[src/rtl/hdr_filter_pkg.sv]
package hdr_filter_pkg;
  localparam int BYTE_W  = 8;
  localparam int NUM_HDR = 4;
  localparam int IDX_W   = $clog2(NUM_HDR);
  localparam int HDR_W   = BYTE_W * NUM_HDR;

  // strobes from control to datapath, one set per clock
  typedef struct packed {
    logic             start;   // new packet: clear captured state
    logic             capHdr;  // store header byte at hdrIdx
    logic [IDX_W-1:0] hdrIdx;  // position of the byte on inByte
    logic             capLen;  // store in-band length byte
    logic             fwd;     // forward payload byte
    logic             setErr;  // header check failed
  } strobeT;
endpackage

[src/rtl/hdr_filter_ctrl.sv]
module hdr_filter_ctrl
  import hdr_filter_pkg::*;
#(
  parameter int HL_W = 3
) (
  input  logic              clk,
  input  logic              rstN,
  input  logic              syncHit,
  input  logic              inValid,
  input  logic [BYTE_W-1:0] inByte,
  input  logic [HL_W-1:0]   cfgHdrLen,
  input  logic              cfgFixedLen,
  input  logic [BYTE_W-1:0] cfgPktLen,
  input  logic              hdrFail,
  output strobeT            strb,
  output logic              pktAccept,
  output logic              pktDrop
);
  typedef enum logic [1:0] {S_IDLE, S_HDR, S_LEN, S_DATA} stateT;

  stateT             state, stateNxt;
  logic [IDX_W-1:0]  idx, idxNxt;
  logic [BYTE_W-1:0] remain, remainNxt;
  logic              acceptNxt, dropNxt, goPost;
  logic [IDX_W:0]    hdrCount;

  // header length clamped to the number of header positions
  always_comb begin
    if (cfgHdrLen > HL_W'(NUM_HDR)) hdrCount = (IDX_W+1)'(NUM_HDR);
    else                            hdrCount = (IDX_W+1)'(cfgHdrLen);
  end

  always_comb begin
    stateNxt    = state;
    idxNxt      = idx;
    remainNxt   = remain;
    acceptNxt   = 1'b0;
    dropNxt     = 1'b0;
    goPost      = 1'b0;
    strb        = '0;
    strb.hdrIdx = idx;
    if (syncHit) begin
      strb.start = 1'b1;
      if (hdrCount != '0) begin
        stateNxt = S_HDR;
        idxNxt   = IDX_W'(hdrCount - 1'b1);
      end else begin
        goPost = 1'b1;
      end
    end else if (inValid) begin
      case (state)
        S_HDR: begin
          strb.capHdr = 1'b1;
          if (idx == '0) begin
            if (hdrFail) begin
              strb.setErr = 1'b1;
              dropNxt     = 1'b1;
              stateNxt    = S_IDLE;
            end else begin
              goPost = 1'b1;
            end
          end else begin
            idxNxt = idx - 1'b1;
          end
        end
        S_LEN: begin
          strb.capLen = 1'b1;
          if (inByte == '0) begin
            acceptNxt = 1'b1;
            stateNxt  = S_IDLE;
          end else begin
            remainNxt = inByte;
            stateNxt  = S_DATA;
          end
        end
        S_DATA: begin
          strb.fwd = 1'b1;
          if (remain == BYTE_W'(1)) begin
            acceptNxt = 1'b1;
            stateNxt  = S_IDLE;
          end else begin
            remainNxt = remain - 1'b1;
          end
        end
        default: ;
      endcase
    end
    // header done (or absent): pick the payload length source
    if (goPost) begin
      if (!cfgFixedLen) begin
        stateNxt = S_LEN;
      end else if (cfgPktLen == '0) begin
        acceptNxt = 1'b1;
        stateNxt  = S_IDLE;
      end else begin
        remainNxt = cfgPktLen;
        stateNxt  = S_DATA;
      end
    end
  end

  always_ff @(posedge clk or negedge rstN) begin
    if (!rstN) begin
      state     <= S_IDLE;
      idx       <= '0;
      remain    <= '0;
      pktAccept <= 1'b0;
      pktDrop   <= 1'b0;
    end else begin
      state     <= stateNxt;
      idx       <= idxNxt;
      remain    <= remainNxt;
      pktAccept <= acceptNxt;
      pktDrop   <= dropNxt;
    end
  end

  // a packet ends in at most one way
  assert_one_end_R6: assert property (@(posedge clk) disable iff (!rstN)
    $onehot0({pktAccept, pktDrop}));

  // a drop only follows a header byte
  assert_drop_after_hdr_R6: assert property (@(posedge clk) disable iff (!rstN)
    pktDrop |-> ($past(state) == S_HDR));

  // nothing ends while idle without a new sync
  assert_idle_quiet_R11: assert property (@(posedge clk) disable iff (!rstN)
    (state == S_IDLE && !syncHit) |=> (!pktAccept && !pktDrop));

  // payload continues until the count runs out
  assert_data_runs_R9: assert property (@(posedge clk) disable iff (!rstN)
    (state == S_DATA && inValid && !syncHit && remain != BYTE_W'(1))
      |=> (state == S_DATA && !pktAccept));
endmodule

[src/rtl/hdr_filter_dp.sv]
module hdr_filter_dp
  import hdr_filter_pkg::*;
(
  input  logic               clk,
  input  logic               rstN,
  input  strobeT             strb,
  input  logic [BYTE_W-1:0]  inByte,
  input  logic [HDR_W-1:0]   cfgCheck,
  input  logic [HDR_W-1:0]   cfgMask,
  input  logic [NUM_HDR-1:0] cfgByteEn,
  input  logic [NUM_HDR-1:0] cfgBcastEn,
  input  logic               cfgFixedLen,
  input  logic [BYTE_W-1:0]  cfgPktLen,
  output logic               hdrFail,
  output logic [HDR_W-1:0]   rxHeader,
  output logic [BYTE_W-1:0]  rxLength,
  output logic               hdrError,
  output logic               outValid,
  output logic [BYTE_W-1:0]  outByte
);
  logic [NUM_HDR-1:0] byteMiss;
  logic               curMiss, missAcc;

  // per-position masked compare with broadcast escape
  for (genvar gi = 0; gi < NUM_HDR; gi++) begin : g_cmp
    logic diffBits, isBcast;
    assign diffBits = |((inByte ^ cfgCheck[gi*BYTE_W +: BYTE_W]) & cfgMask[gi*BYTE_W +: BYTE_W]);
    assign isBcast  = cfgBcastEn[gi] && (&inByte);
    assign byteMiss[gi] = cfgByteEn[gi] && diffBits && !isBcast;
  end

  assign curMiss = byteMiss[strb.hdrIdx];
  assign hdrFail = missAcc | curMiss;

  always_ff @(posedge clk or negedge rstN) begin
    if (!rstN) begin
      rxHeader <= '0;
      rxLength <= '0;
      hdrError <= 1'b0;
      missAcc  <= 1'b0;
      outValid <= 1'b0;
      outByte  <= '0;
    end else begin
      if (strb.start) begin
        rxHeader <= '0;
        missAcc  <= 1'b0;
        hdrError <= 1'b0;
        rxLength <= cfgFixedLen ? cfgPktLen : '0;
      end
      if (strb.capHdr) begin
        rxHeader[strb.hdrIdx*BYTE_W +: BYTE_W] <= inByte;
        missAcc <= missAcc | curMiss;
      end
      if (strb.setErr) hdrError <= 1'b1;
      if (strb.capLen) rxLength <= inByte;
      outValid <= strb.fwd;
      if (strb.fwd) outByte <= inByte;
    end
  end

  // a new packet starts from a clean header and error
  assert_clear_R2: assert property (@(posedge clk) disable iff (!rstN)
    strb.start |=> (rxHeader == '0 && !hdrError));

  // the error flag holds until the next packet
  assert_err_hold_R6: assert property (@(posedge clk) disable iff (!rstN)
    (hdrError && !strb.start) |=> hdrError);

  // the header only changes on a capture or a start
  assert_hdr_keep_R3: assert property (@(posedge clk) disable iff (!rstN)
    (!strb.start && !strb.capHdr) |=> $stable(rxHeader));

  // the length only changes on a capture or a start
  assert_len_keep_R7: assert property (@(posedge clk) disable iff (!rstN)
    (!strb.start && !strb.capLen) |=> $stable(rxLength));
endmodule

[src/rtl/hdr_filter.sv]
module hdr_filter
  import hdr_filter_pkg::*;
#(
  parameter int HL_W = 3
) (
  input  logic               clk,
  input  logic               rstN,
  input  logic               syncHit,
  input  logic               inValid,
  input  logic [BYTE_W-1:0]  inByte,
  input  logic [HL_W-1:0]    cfgHdrLen,
  input  logic [HDR_W-1:0]   cfgCheck,
  input  logic [HDR_W-1:0]   cfgMask,
  input  logic [NUM_HDR-1:0] cfgByteEn,
  input  logic [NUM_HDR-1:0] cfgBcastEn,
  input  logic               cfgFixedLen,
  input  logic [BYTE_W-1:0]  cfgPktLen,
  output logic [HDR_W-1:0]   rxHeader,
  output logic [BYTE_W-1:0]  rxLength,
  output logic               hdrError,
  output logic               outValid,
  output logic [BYTE_W-1:0]  outByte,
  output logic               pktAccept,
  output logic               pktDrop
);
  strobeT strb;
  logic   hdrFail;

  hdr_filter_ctrl #(.HL_W(HL_W)) u_ctrl (
    .clk(clk), .rstN(rstN), .syncHit(syncHit), .inValid(inValid),
    .inByte(inByte), .cfgHdrLen(cfgHdrLen), .cfgFixedLen(cfgFixedLen),
    .cfgPktLen(cfgPktLen), .hdrFail(hdrFail), .strb(strb),
    .pktAccept(pktAccept), .pktDrop(pktDrop)
  );

  hdr_filter_dp u_dp (
    .clk(clk), .rstN(rstN), .strb(strb), .inByte(inByte),
    .cfgCheck(cfgCheck), .cfgMask(cfgMask), .cfgByteEn(cfgByteEn),
    .cfgBcastEn(cfgBcastEn), .cfgFixedLen(cfgFixedLen), .cfgPktLen(cfgPktLen),
    .hdrFail(hdrFail), .rxHeader(rxHeader), .rxLength(rxLength),
    .hdrError(hdrError), .outValid(outValid), .outByte(outByte)
  );

  // a drop always comes with the error flag
  assert_drop_flag_R6: assert property (@(posedge clk) disable iff (!rstN)
    pktDrop |-> hdrError);
endmodule

[config.mk]
export PLATFORM = sky130hd
export DESIGN_NAME = hdr_filter
export DESIGN_NICKNAME = d
export VERILOG_FILES = /design/src/rtl/hdr_filter_pkg.sv /design/src/rtl/hdr_filter_ctrl.sv /design/src/rtl/hdr_filter_dp.sv /design/src/rtl/hdr_filter.sv
export SDC_FILE = /design/constraint.sdc
export NUM_CORES = 1
export LEC_CHECK = 0
export ABC_AREA = 1
export BUFFER_PORTS_ARGS = -buffer_cell sky130_fd_sc_hd__buf_2
export CAP_MARGIN = 10
export CORE_MARGIN = 1
export CORE_UTILIZATION = 45
export DETAILED_ROUTE_END_ITERATION = 10
export GPL_ROUTABILITY_DRIVEN = 0
export PLACE_DENSITY = 0.77
export SLEW_MARGIN = 25
export SYNTH_ARGS = -nofsm -noshare
export SYNTH_HDL_FRONTEND = slang
export SYNTH_HIERARCHICAL = 1
export SYNTH_SLANG_ARGS = --single-unit
[constraint.sdc]
create_clock -name clk -period 2 [get_ports clk]
set_input_delay 0.2 -clock clk [delete_from_list [all_inputs] [get_ports clk]]
set_output_delay 0.2 -clock clk [all_outputs]
set_load 0.005 [all_outputs]
Word-level counts from Yosys, hierarchy flattened --
Index checks and enable logic that the tools add are counted.
Storage, ports and cells: output and inout bits 52, bits of input ports 96, register bits 65, logic and storage cells 135
Operators by class: equal/unequal tests 10, order comparisons 2, muxes and demuxes 63, add/sub/neg operators 4, reductions and logical operators 34, shifts and indexed selects 2, bitwise gates (word level) 9
Operator list (number):
- $mux 8 | 10
- $mux 32 | 2
- $neg 5->34 | 1
- $shift 8x34->32 const A | 1
- $shiftx 8x34->32 | 1
- $and 8x8->8 | 4
- $bwmux 32 | 1
- $reduce_or 8->1 | 4
- $xor 8x8->8 | 4
- $mux 2 | 15
- $mux 1 | 28
- $logic_not 8->1 | 2
- $pmux 8 s2 | 1
- $logic_and 1x1->1 | 12
- $reduce_bool 2->1 | 5
- $mux 3 | 3
- $eq 8x1->1 const B | 1
- $ne 4x2->1 const B | 2
- $reduce_and 8->1 | 1
- $sub 8x1->8 const B | 1
- $pmux 2 s3 | 1
- $reduce_and 6->1 | 1
- $reduce_bool 3->1 | 2
- $reduce_bool 5->1 | 1
- other kinds (15) | 20

Logic depth before layout (Yosys ltp) --
Gate-level depths: netlist of run 1.
depth in word-level cells 15, depth in mapped cells 20, depth with buffers taken out 19

Modules after synthesis --
The synthesis of run 1 kept the hierarchy.
By module, submodules not included:
- hdr_filter_dp | sequential area each 1276.2 um^2, instances 1, cells an instance 403, area an instance 2930.3 um^2
- hdr_filter_ctrl | sequential area each 350.3 um^2, instances 1, cells an instance 220, area an instance 1327.5 um^2

Worst setup path after synthesis of run 1 --
Ideal clock, no wire load.
path kind register to register, from register u_ctrl.idx[0], to register u_ctrl.state[0], library setup time 0.065 ns, slack 0.238 ns, stages on the path, launching flop included 15, path buffers 1, data arrival time 1.698 ns, clock period less this slack 1.762 ns, data required time 1.935 ns, cells stage by stage dfrtp_1 clkbuf_1 nand3_1 inv_1 nand2_1 nand3_2 nand2_2 nand2_1 nor3_1 nand3_2 nand2_4 nand2_4 o21ai_0 nand2_1 nand2_1
Between the ends: cells in the longest elaborated chain, start to end 10, elaborated cells on any way between the ends 17, those cells by class eq/ne (4); mux (8); bitwise (1); reduce/logical (4)
RTL lines:
- start: declaration | RTL line hdr_filter_ctrl.sv:22 | logic [IDX_W-1:0] idx, idxNxt;
- start signal: assignment | RTL line hdr_filter_ctrl.sv:111 | idx <= idxNxt;
- $bmux 1 s2 (*) | RTL line hdr_filter_dp.sv:32 | assign curMiss = byteMiss[strb.hdrIdx];
- $mux 1 (not written as such) (*) | RTL line hdr_filter_dp.sv:32
- $or 1x1->1 (*) | RTL line hdr_filter_dp.sv:33 | assign hdrFail = missAcc | curMiss;
- via hdrFail | RTL line hdr_filter.sv:27 | logic hdrFail;
- $mux 1 | RTL line hdr_filter_ctrl.sv:55 | if (hdrFail) begin
- $mux 1 | RTL line hdr_filter_ctrl.sv:54 | if (idx == '0) begin
- $mux 1 | RTL line hdr_filter_ctrl.sv:51 | case (state)
- $mux 1 | RTL line hdr_filter_ctrl.sv:50 | end else if (inValid) begin
- $mux 1 | RTL line hdr_filter_ctrl.sv:42 | if (syncHit) begin
- $ne 4x2->1 (no line), or another cell as far along
- $reduce_and 6->1 (no line)
- end signal: assignment | RTL line hdr_filter_ctrl.sv:110 | state <= stateNxt;
- end: declaration | RTL line hdr_filter_ctrl.sv:21 | stateT state, stateNxt;
Mark *: on every way through the listed nets, which the timed path passes. The rest lies on a longest branch. The select of a mux whose other input is x is not followed. A chain may end at the register's enable or synchronous reset.

==> metrics.txt, run 1 <==
total global-route track usage=0.272; Cells after Synth=623; total number of vias=4866; Crit path top cell by count=inv_1; Clk Latency, worst-skew pair=about 0.34 ns; slowest stage delay, CP=between 0.4 and 0.5 ns; # clock sinks=65; Max transition margin=0.665; Mean Syn Cell Area=6.83 sq um; routed vias/inst=5.39; unrepaired setup endpoints after global routing=false; PD cells=932 nW/um^2; Worst-path clk slew=approximately 0.080 ns; vias in the first global route=between 4k and 5k; reg-to-reg startpoint=u_ctrl/idx[0]; Routed WL=13200 microns; final core occ=0.588; WP data required=2.28 ns; Syn Nets=726; htree depth=3; fin. max-slew vios=0; YS warnings=6; outcome=finished, final reports clean; mux contribution to synthesized area=0; Die Area=9850 sq um; Least-Margin Pin Slew=0.498 ns; Peak VDD IR=431 uV; post-route ant nets=0; CTS buffer count=9; Synth Area in Compound Gates=0.0984; slowest CP cell=nor4_1; GR Overflow Total=0; crit path max fanout=4; 1st-iter DRT viols=437; CP startpoint kind=flip-flop; post-synthesis sequential area ratio=0.382; setup TNS=0 ns; critical path class=flip-flop to flip-flop; port buffer count=147; num ports=148; drt wl/cell=14.6 microns; die width=99.3 microns; xor/xnor share of the synthesized area=0.00411; crit path cell chain=inv_1, nand3_1, inv_1, nand2_1, nand3_2, nand2_2, nand2_1, inv_1, nor4_1, buf_4, a21o_1; Layout fillers=slightly below 900; final instance area=5410 sq um; CTS tree=yes; Root Buffer=clkbuf_8; FF+latch count, synth=65; clk_skew=0.0124 ns; post-CTS setup buffers=0; hpwl dp=10400 microns; pin count of the biggest net entering global routing=26; initial antenna violation count=0; DRC=0; Synth cell types=34; Rows=35; Leak=roughly 3.1 nW; Final Hold Fails=0; final cycle utilization of the critical path=0.908; adder-cell area share of the yosys netlist=0.0206; CORE AREA=9200 sq um; hold path start=cfgPktLen[0]; DR pass1 iterations=5; Final nets=890; Mapped Area=roughly 4300 sq um; first-pass GRT wire length=21200 microns; Tmin final=1.82 ns; CP Capture Type=flip-flop; Hold WC Path Type=input pin to flip-flop; Initial Util=0.463; max cap viols=0; Synth Area in Simple Gates=0.390; Final Setup Violations=0; clock tree buffer depth=2; crit path DAT=2.09 ns; commonest cells after routing, fill and taps aside=nand2_1, buf_2, nand3_1, dfrtp_1, inv_1; Worst Setup SP=u_ctrl/idx[0]; Die Ht=~99 microns; most common cell after layout, fill and taps aside=nand2_1; Antenna Cells=0; Max Freq=551 MHz; share of layout cells above drive strength 1=0.284; Area Growth Syn to Fin=27.1%; largest family of logic cells by synthesized area=simple AND/OR/NAND/NOR gates; Post-DP Area=approximately 5200 sq um
## per-stage QoR
stage	worst slack [ns]	power, mW	hold slack (ns)	cells
final	0.184	5.04	0.102	903
after global placement	-0.0655	3.67	0.187	886
after CTS	0.0843	5.03	0.0873	903
after floorplan	0.238	3.05	-0.0956	623
after global routing	0.00760	5.40	0.0970	903
after detailed placement	-0.0628	3.73	0.189	886
## cell usage after synthesis (all sizes together)
| cell type | n | area, sq um |
|---|---|---|
| inv | 70 | 263 |
| clkbuf | 2 | 7.51 |
| ha | 7 | 87.6 |
| or2 | 5 | 31.3 |
| nand2 | 216 | 853 |
| xor2 | 2 | 17.5 |
| nor3 | 1 | 5.00 |
| a31oi | 1 | 6.26 |
| nand4 | 6 | 37.5 |
| o21ai | 50 | 254 |
| a22oi | 8 | 60.1 |
| buf | 21 | 164 |
| nor4 | 1 | 6.26 |
| a21boi | 2 | 15.0 |
| clkinv | 3 | 12.5 |
| nor2 | 55 | 246 |
| a21oi | 13 | 68.8 |
| nand3 | 93 | 480 |
| dfrtp | 65 | 1630 |
| a21o | 2 | 15.0 |
## kinds of logic (layout without fill, tap and decap cells)
| family | after synthesis | after routing |
|---|---|---|
| compound gates | 76 | 76 |
| xor+xnor | 2 | 2 |
| fa+ha+maj | 7 | 7 |
| buf+inv | 96 | 265 |
| flops | 65 | 65 |
| simple gates | 377 | 377 |
## layer usage
metal	vias up	track usage	wire, microns
li1	2318	-	-
met1	2259	0.356	5570
met2	248	0.436	6230
met3	41	0.0436	995
met4	0	0.144	404
met5	-	0	0
## flip-flops by register name, indices dropped and copies added (netlist names)
name,cells
u_ctrl/idx,2
u_ctrl/pktAccept,1
u_ctrl/pktDrop,1
u_ctrl/remain,8
u_ctrl/state,2
u_dp/hdrError,1
u_dp/missAcc,1
u_dp/outByte,8
u_dp/outValid,1
u_dp/rxHeader,32
u_dp/rxLength,8
## worst max-delay path, delay by kind of cell, from the launching register on
kind	cells	cell delay, ns
flip-flops	1	0.41
buffers and inverters	4	0.44
AND/OR/NAND/NOR	6	0.83
AO/OA/AOI/OAI	1	0.07
## cell type report
| class | count | area, sq um | share of cell area |
|---|---|---|---|
| clock buffers | 9 | 124 | 0.0229 |
| flip-flops and latches | 65 | 1630 | 0.301 |
| multi-input cells | 462 | 2190 | 0.404 |
| clock inverters | 7 | 103 | 0.0190 |
| repair buffers | 176 | 956 | 0.177 |
| well taps | 111 | 139 | 0.0257 |
| inverters | 73 | 275 | 0.0509 |
## power by group
group / internal (mW) / switching, mW / total [mW]
clock network: 0.717 / 0.567 / 1.28
logic: 0.728 / 1.25 / 1.98
registers: 1.56 / 0.222 / 1.78
## path summary, 6_finish.rpt
path,cells past startpoint,slack (ns),endpoint
setup / recovery,11,0.18,u_dp/hdrError
hold / removal,3,0.10,u_ctrl/remain[0]
setup reg to reg,11,0.18,u_dp/hdrError
hold reg to reg,1,0.48,u_dp/hdrError
max in group asynchronous,3,0.93,u_dp/rxHeader[27]
min in group asynchronous,2,0.36,u_dp/rxHeader[25]
## what timing repair did
item	in CTS	in global routing
endpoints found under the setup margin	0	18
endpoints found under the hold margin	19	0
hold buffers	1	0
gates resized for setup	0	1
Power figures use the tool's default switching activity.
==> run 2: changes to the inputs <==
--- a/config.mk
+++ b/config.mk
@@ -9,12 +9,11 @@
 export BUFFER_PORTS_ARGS = -buffer_cell sky130_fd_sc_hd__buf_2
 export CAP_MARGIN = 10
 export CORE_MARGIN = 1
-export CORE_UTILIZATION = 45
+export CORE_UTILIZATION = 49
 export DETAILED_ROUTE_END_ITERATION = 10
 export GPL_ROUTABILITY_DRIVEN = 0
-export PLACE_DENSITY = 0.77
+export PLACE_DENSITY = 0.83
 export SLEW_MARGIN = 25
 export SYNTH_ARGS = -nofsm -noshare
 export SYNTH_HDL_FRONTEND = slang
-export SYNTH_HIERARCHICAL = 1
 export SYNTH_SLANG_ARGS = --single-unit
==> run 2 against run 1 <==
Area after synthesis fell by 4.8%; global-route usage rose by 2.1 points; synthesized cell count fell by 7.9%; critical path depth fell by 1; clock power fell by 20%; register-to-register slack got worse by 0.03 ns; power fell by 19%; sequential share of layout area rose by 1.8 points; sequential cell count did not move; setup slack got worse by 0.029 ns; combinational power fell by 30%; final cell count fell by 7.8%.
==> metrics.txt, run 2 <==
Rows=32 (-8.6%); CP Capture Type=flip-flop; hpwl dp=9610 microns (-7.6%); slowest CP cell=dfrtp_1; count leader, synth=nand2_1; Crit path top cell by count=nand2_1; post-route ant nets=0 (unchanged); critical path class=flip-flop to flip-flop; Biggest register=u_dp.rxHeader; Hold WC Path Type=input pin to flip-flop; CTS buffer count=9 (unchanged); synth top area cells=dfrtp_1, nand2_1, nand3_1; Hold Slack=0.141 ns (+0.0398 ns); total number of vias=4564 (-6.2%); outcome=finished, final reports clean; post-synthesis sequential area ratio=0.401 (+0.0191); commonest cells after routing, fill and taps aside=nand2_1, buf_2, nand3_1, inv_1, dfrtp_1; top cells by count, synth=nand2_1, nand3_1, inv_1; crit path DAT=2.13 ns (+0.04 ns); WP data required=2.28 ns (about the same); 1st-iter DRT viols=332 (-24%); crit path max fanout=12 (+8); crit path cell chain=inv_1, ha_1, inv_1, nor3_1, nand3_2, nand2_2, nand2_2, nand2_1, nand2_1, nand2_1; YS warnings=0 (-6); Main synth FF type=dfrtp_1; Least-Margin Pin Slew=0.628 ns (+0.130 ns); Antenna Cells=0 (unchanged); CP startpoint kind=flip-flop; Synth cell types=33 (-2.9%); port buffer count=147 (unchanged); initial antenna violation count=0 (unchanged); most common cell after layout, fill and taps aside=nand2_1; met3 GRT Util=0.0691 (+0.0255); GR Overflow Total=0 (unchanged); DR pass1 iterations=5 (unchanged); # clock sinks=65 (unchanged); Final Setup Violations=0 (unchanged); Root Buffer=clkbuf_8; share of the synthesized area in the top cell type=0.401 (+0.0191); met2 Usage GRT=0.492 (+0.0561); drt wl/cell=15.0 microns (+2.5%); final cycle utilization of the critical path=0.922 (+0.0145); Crit path max-delay family=simple AND/OR/NAND/NOR gates; setup TNS=0 ns (unchanged); Worst-path clk slew=0.08 ns (about the same); Peak VDD IR=410 uV (-4.9%); slowest stage delay, CP=0.39 ns (-0.09 ns); Largest register FFs=32 (unchanged); EDFF count, synth=0 (unchanged); Initial Util=0.517 (+0.0537); Tmin final=1.84 ns (+0.0290 ns); pin count of the biggest net entering global routing=40 (+54%); fin. max-slew vios=0 (unchanged); area leader, netlist=dfrtp_1; PD cells=796 nW/um^2 (-15%); DRC=0 (unchanged); Max Freq=542 MHz (-1.6%); first-pass GRT wire length=19700 microns (-6.7%); Leak=2.84 nW (-7.8%); CTS tree=yes; worst path bufs/invs=2 (-2); total global-route track usage=0.293 (+0.0207); num ports=148 (unchanged); Final Hold Fails=0 (unchanged); routed vias/inst=5.48 (+1.7%); clock tree buffer depth=2 (unchanged); Max transition margin=0.581 (-0.0836); unrepaired setup endpoints after global routing=false; Layout fillers=711 (-18%); met1 GRT Util=0.376 (+0.0196); CORE AREA=7850 sq um (-15%); max cap viols=0 (unchanged); Mapped Area=4060 sq um (-4.8%); overall power=4.06 mW (-19%); Area Growth Syn to Fin=25.9%; clk_skew=0.00969 ns (-0.00270 ns); Die Area=8640 sq um (-12%); htree depth=3 (unchanged); vias in the first global route=4272 (-6.4%); Syn Nets=677 (-6.7%); Final nets=829 (-6.9%); Cells after Synth=574 (-7.9%); Die Ht=93.0 microns (-6.3%); die width=93.0 microns (-6.3%); Routed WL=12500 microns (-5.5%); share of layout cells above drive strength 1=0.287 (+0.00319); Clk Latency, worst-skew pair=0.34 ns (about the same); Mean Syn Cell Area=7.06 sq um (+3.4%); FF+latch count, synth=65 (unchanged); most used routing layer=met2; Synth async-reset ratio=1.00 (unchanged)
-- run 2: cell count changes in the layout (fill, tap and decap cells not counted), sizes merged, moves of 4 or more --
cell	previous run	this run
nor2	55	33
nand3	93	87
buf	175	162
o41ai	0	8
inv	72	80
o221ai	0	9
o22ai	0	4
nand2	216	180
a22oi	8	0
o21ai	50	56
a21oi	13	3
-- run 2: area by class of cell --
class                   instances  area [sq um]  share of cell area
clock buffers                  10           138              0.0270
clock inverters                 6          41.3             0.00809
inverters                      78           293              0.0574
multi-input cells             409          2010               0.393
flip-flops and latches         65          1630               0.319
well taps                     102           128              0.0250
repair buffers                163           871               0.171
-- run 2: layer usage --
layer,routed length [microns],vias to the layer above,part of all wire
met5,0,-,0
met2,5970,227,0.48
met3,1130,33,0.090
li1,-,2182,-
met1,5100,2122,0.41
met4,277,0,0.022
-- run 2: what timing repair did --
action / in CTS / in global routing
hold endpoints to repair: 26 / 0
hold buffers: 1 / 0
resized for setup: 0 / 2
setup buffers: 0 / 0
endpoints found under the setup margin: 0 / 5
-- run 2: power by group --
part / internal [mW] / leakage (nW) / switching (mW)
clock network: 0.487 / 0.0968 / 0.532
registers: 1.51 / 0.869 / 0.147
logic: 0.534 / 1.87 / 0.854
-- run 2: logic make-up (layout without fill, tap and decap cells) --
kind of cell | Yosys count | in the layout | share of synthesized area
buf+inv | 100 | 257 | 0.106
simple gates | 314 | 314 | 0.337
fa+ha+maj | 7 | 7 | 0.0216
flops | 65 | 65 | 0.401
compound gates | 86 | 86 | 0.131
xor+xnor | 2 | 2 | 0.00432
-- run 2: worst paths after layout --
check                      cells after the start  slack (ns)       startpoint          endpoint
max in group asynchronous                      3        0.97             rstN     u_ctrl.idx[0]
max                                           10        0.16    u_ctrl.idx[0]   u_ctrl.state[1]
max reg2reg                                   10        0.16    u_ctrl.idx[0]   u_ctrl.state[1]
min in group asynchronous                      2        0.40             rstN  u_ctrl.remain[1]
min                                            3        0.14     cfgPktLen[1]  u_ctrl.remain[1]
min reg2reg                                    2        0.48  u_dp.outByte[2]   u_dp.outByte[2]
-- run 2: worst register-to-register path: stages, from the launching register on --
cell and delay (ns):
dfrtp_1 0.39, inv_1 0.20, ha_1 0.21, inv_1 0.09, nor3_1 0.23, nand3_2 0.10
nand2_2 0.10, nand2_2 0.19, nand2_1 0.16, nand2_1 0.08, nand2_1 0.06
-- run 2: metrics by stage --
stage	cells	cell area, sq um	setup slack (ns)	util
final	833	5100	0.155	0.650
after global routing	833	5100	0.0283	0.650
after CTS	833	5100	0.0918	0.649
after detailed placement	816	4910	0.0794	0.625
after global placement	816	4910	0.157	0.625
after floorplan	574	4060	0.255	-
==> run 3: changes to the inputs <==
--- a/config.mk
+++ b/config.mk
@@ -6,13 +6,13 @@
 export NUM_CORES = 1
 export LEC_CHECK = 0
 export ABC_AREA = 1
-export BUFFER_PORTS_ARGS = -buffer_cell sky130_fd_sc_hd__buf_2
 export CAP_MARGIN = 10
 export CORE_MARGIN = 1
 export CORE_UTILIZATION = 49
 export DETAILED_ROUTE_END_ITERATION = 10
+export DONT_BUFFER_PORTS = 1
 export GPL_ROUTABILITY_DRIVEN = 0
-export PLACE_DENSITY = 0.83
+export PLACE_DENSITY = 0.68
 export SLEW_MARGIN = 25
 export SYNTH_ARGS = -nofsm -noshare
 export SYNTH_HDL_FRONTEND = slang
==> run 3 against run 2 <==
Setup slack improved by 0.044 ns; cell area fell by 12%; sequential cell count did not move; clock power rose by 17%; critical endpoint is now u_dp.rxHeader[29].
==> metrics.txt, run 3 (synthesis gave the netlist of run 2 again) <==
Die Ht=93.0 microns (unchanged); clk_skew=0.0112 ns (+0.00147 ns); Final nets=688 (-17%); # clock sinks=65 (unchanged); hold path start=inByte[2]; Root Buffer=clkbuf_8; critical path class=flip-flop to flip-flop; overall power=4.03 mW (-0.89%); final cycle utilization of the critical path=0.900 (-0.0221); Layout fillers=780 (+9.7%); CTS buffer count=9 (unchanged); num ports=148 (unchanged); crit path cell chain=inv_1, nor2_1, inv_1, nor2_2, nand2_1, o41ai_1; crit path max fanout=16 (+4); routed vias/inst=5.74 (+4.8%); slowest CP cell=dfrtp_1; WP data required=2.23 ns (-0.05 ns); initial antenna violation count=0 (unchanged); worst path bufs/invs=2 (unchanged); Worst Reg2Reg Path Length in Cells=6 (-4); Rows=32 (unchanged); Crit path top cell by count=inv_1; crit path DAT=2.03 ns (-0.10 ns); Reg2Reg Capture Point=u_dp.rxHeader[29]; Clk Latency, worst-skew pair=0.35 ns (about the same); die width=93.0 microns (unchanged); Leak=2.23 nW (-21%); Die Area=8640 sq um (unchanged); total global-route track usage=0.287 (-0.00594); 1st-iter DRT viols=285 (-14%); hpwl dp=8730 microns (-9.1%); Antenna Cells=0 (unchanged); Post-DP Area=4140 sq um (-16%); drt wl/cell=17.6 microns (+18%); first-pass GRT wire length=19100 microns (-3.2%); Tmin final=1.80 ns (-0.0441 ns); Final Hold Fails=0 (unchanged); Worst-path clk slew=0.08 ns (about the same); Worst Setup SP=u_ctrl.state[0]; vias in the first global route=3850 (-9.9%); Largest register FFs=32 (unchanged); CORE AREA=7850 sq um (unchanged); Critical Path End=u_dp.rxHeader[29]; Hold Slack=0.00617 ns (-0.135 ns); DR pass1 iterations=5 (unchanged); Least-Margin Pin Slew=0.483 ns (-0.145 ns); CP startpoint kind=flip-flop; Crit path max-delay family=simple AND/OR/NAND/NOR gates; commonest cells after routing, fill and taps aside=nand2_1, nand3_1, inv_1, dfrtp_1, o21ai_0; unrepaired setup endpoints after global routing=false; CTS tree=yes; Routed WL=12200 microns (-2.4%); Biggest register=u_dp.rxHeader; reg-to-reg startpoint=u_ctrl.state[0]; Max transition margin=0.677 (+0.0957); fin. max-slew vios=0 (unchanged); FF-to-FF setup slack=0.20 ns (+0.04 ns); htree depth=3 (unchanged); Peak VDD IR=471 uV (+15%); slowest stage delay, CP=0.47 ns (+0.08 ns); Area Growth Syn to Fin=10.8%; most common cell after layout, fill and taps aside=nand2_1; setup TNS=0 ns (unchanged); Hold WC Path Type=input pin to flip-flop; outcome=finished, final reports clean; Crit path depth=6 (-4); CP Capture Type=flip-flop; DRC=0 (unchanged); port buffer count=0 (-100%); GR Overflow Total=0 (unchanged); PD cells=896 nW/um^2 (+13%); Initial Util=0.517 (unchanged); final instance area=4490 sq um (-12%); pin count of the biggest net entering global routing=66 (+65%); total number of vias=3974 (-13%); post-CTS setup buffers=0 (unchanged); Final Setup Violations=0 (unchanged); post-route ant nets=0 (unchanged); clock tree buffer depth=2 (unchanged); share of layout cells above drive strength 1=0.105 (-0.182); max cap viols=0 (unchanged); Max Freq=555 MHz (+2.5%)
-- run 3: cell count changes in the layout (fill, tap and decap cells not counted), sizes merged --
cell and change:
clkinv -2, buf -149, clkbuf +1, bufinv +1, dlygate4sd3 +8
-- run 3: worst min-delay path by stage --
stage                       end  slack (ns)  cells after the start
2_1_floorplan     u_ctrl.idx[0]        -0.1                      0
3_3_place_gp     u_ctrl.pktDrop       -0.09                      0
3_5_place_dp     u_ctrl.pktDrop       -0.09                      0
4_1_cts        u_ctrl.remain[0]      0.0005                      2
5_1_grt        u_ctrl.remain[0]       0.005                      2
6_report       u_dp.rxHeader[2]       0.006                      2
-- run 3: timing repair --
item,4_1_cts,5_1_grt
hold buffers,10,0
gates resized for setup,0,5
setup endpoints to repair,0,6
endpoints found under the hold margin,74,0
-- run 3: layout make-up --
cell class                      instances  area, sq um  share of cell area
Inverter                               78          293              0.0652
Sequential cell                        65         1630               0.362
Clock buffer                           11          151              0.0337
Timing Repair Buffer                   22          208              0.0462
Tap cell                              102          128              0.0284
Multi-Input combinational cell        409         2020               0.451
Clock inverter                          5         61.3              0.0136
-- run 3: report_power, final --
part           internal (mW)  switching (mW)  leakage, nW
logic                  0.418           0.725         1.25
clock network          0.652           0.535        0.110
registers               1.51           0.187        0.869
total                   2.58            1.45         2.23
-- run 3: layer usage --
metal,vias to the layer above,track usage,part of all wire
met5,-,0,0
met3,28,0.0821,0.091
met4,0,0.103,0.020
li1,1893,-,-
met1,1868,0.361,0.40
met2,185,0.471,0.49
-- run 3: per-stage QoR --
stage / instances / utilization / worst slack [ns]
global placement: 666 / 0.527 / 0.116
floorplan: 574 / - / 0.255
finish: 692 / 0.572 / 0.199
global route: 692 / 0.572 / 0.0233
detailed placement: 666 / 0.527 / 0.119
CTS: 692 / 0.569 / 0.0328
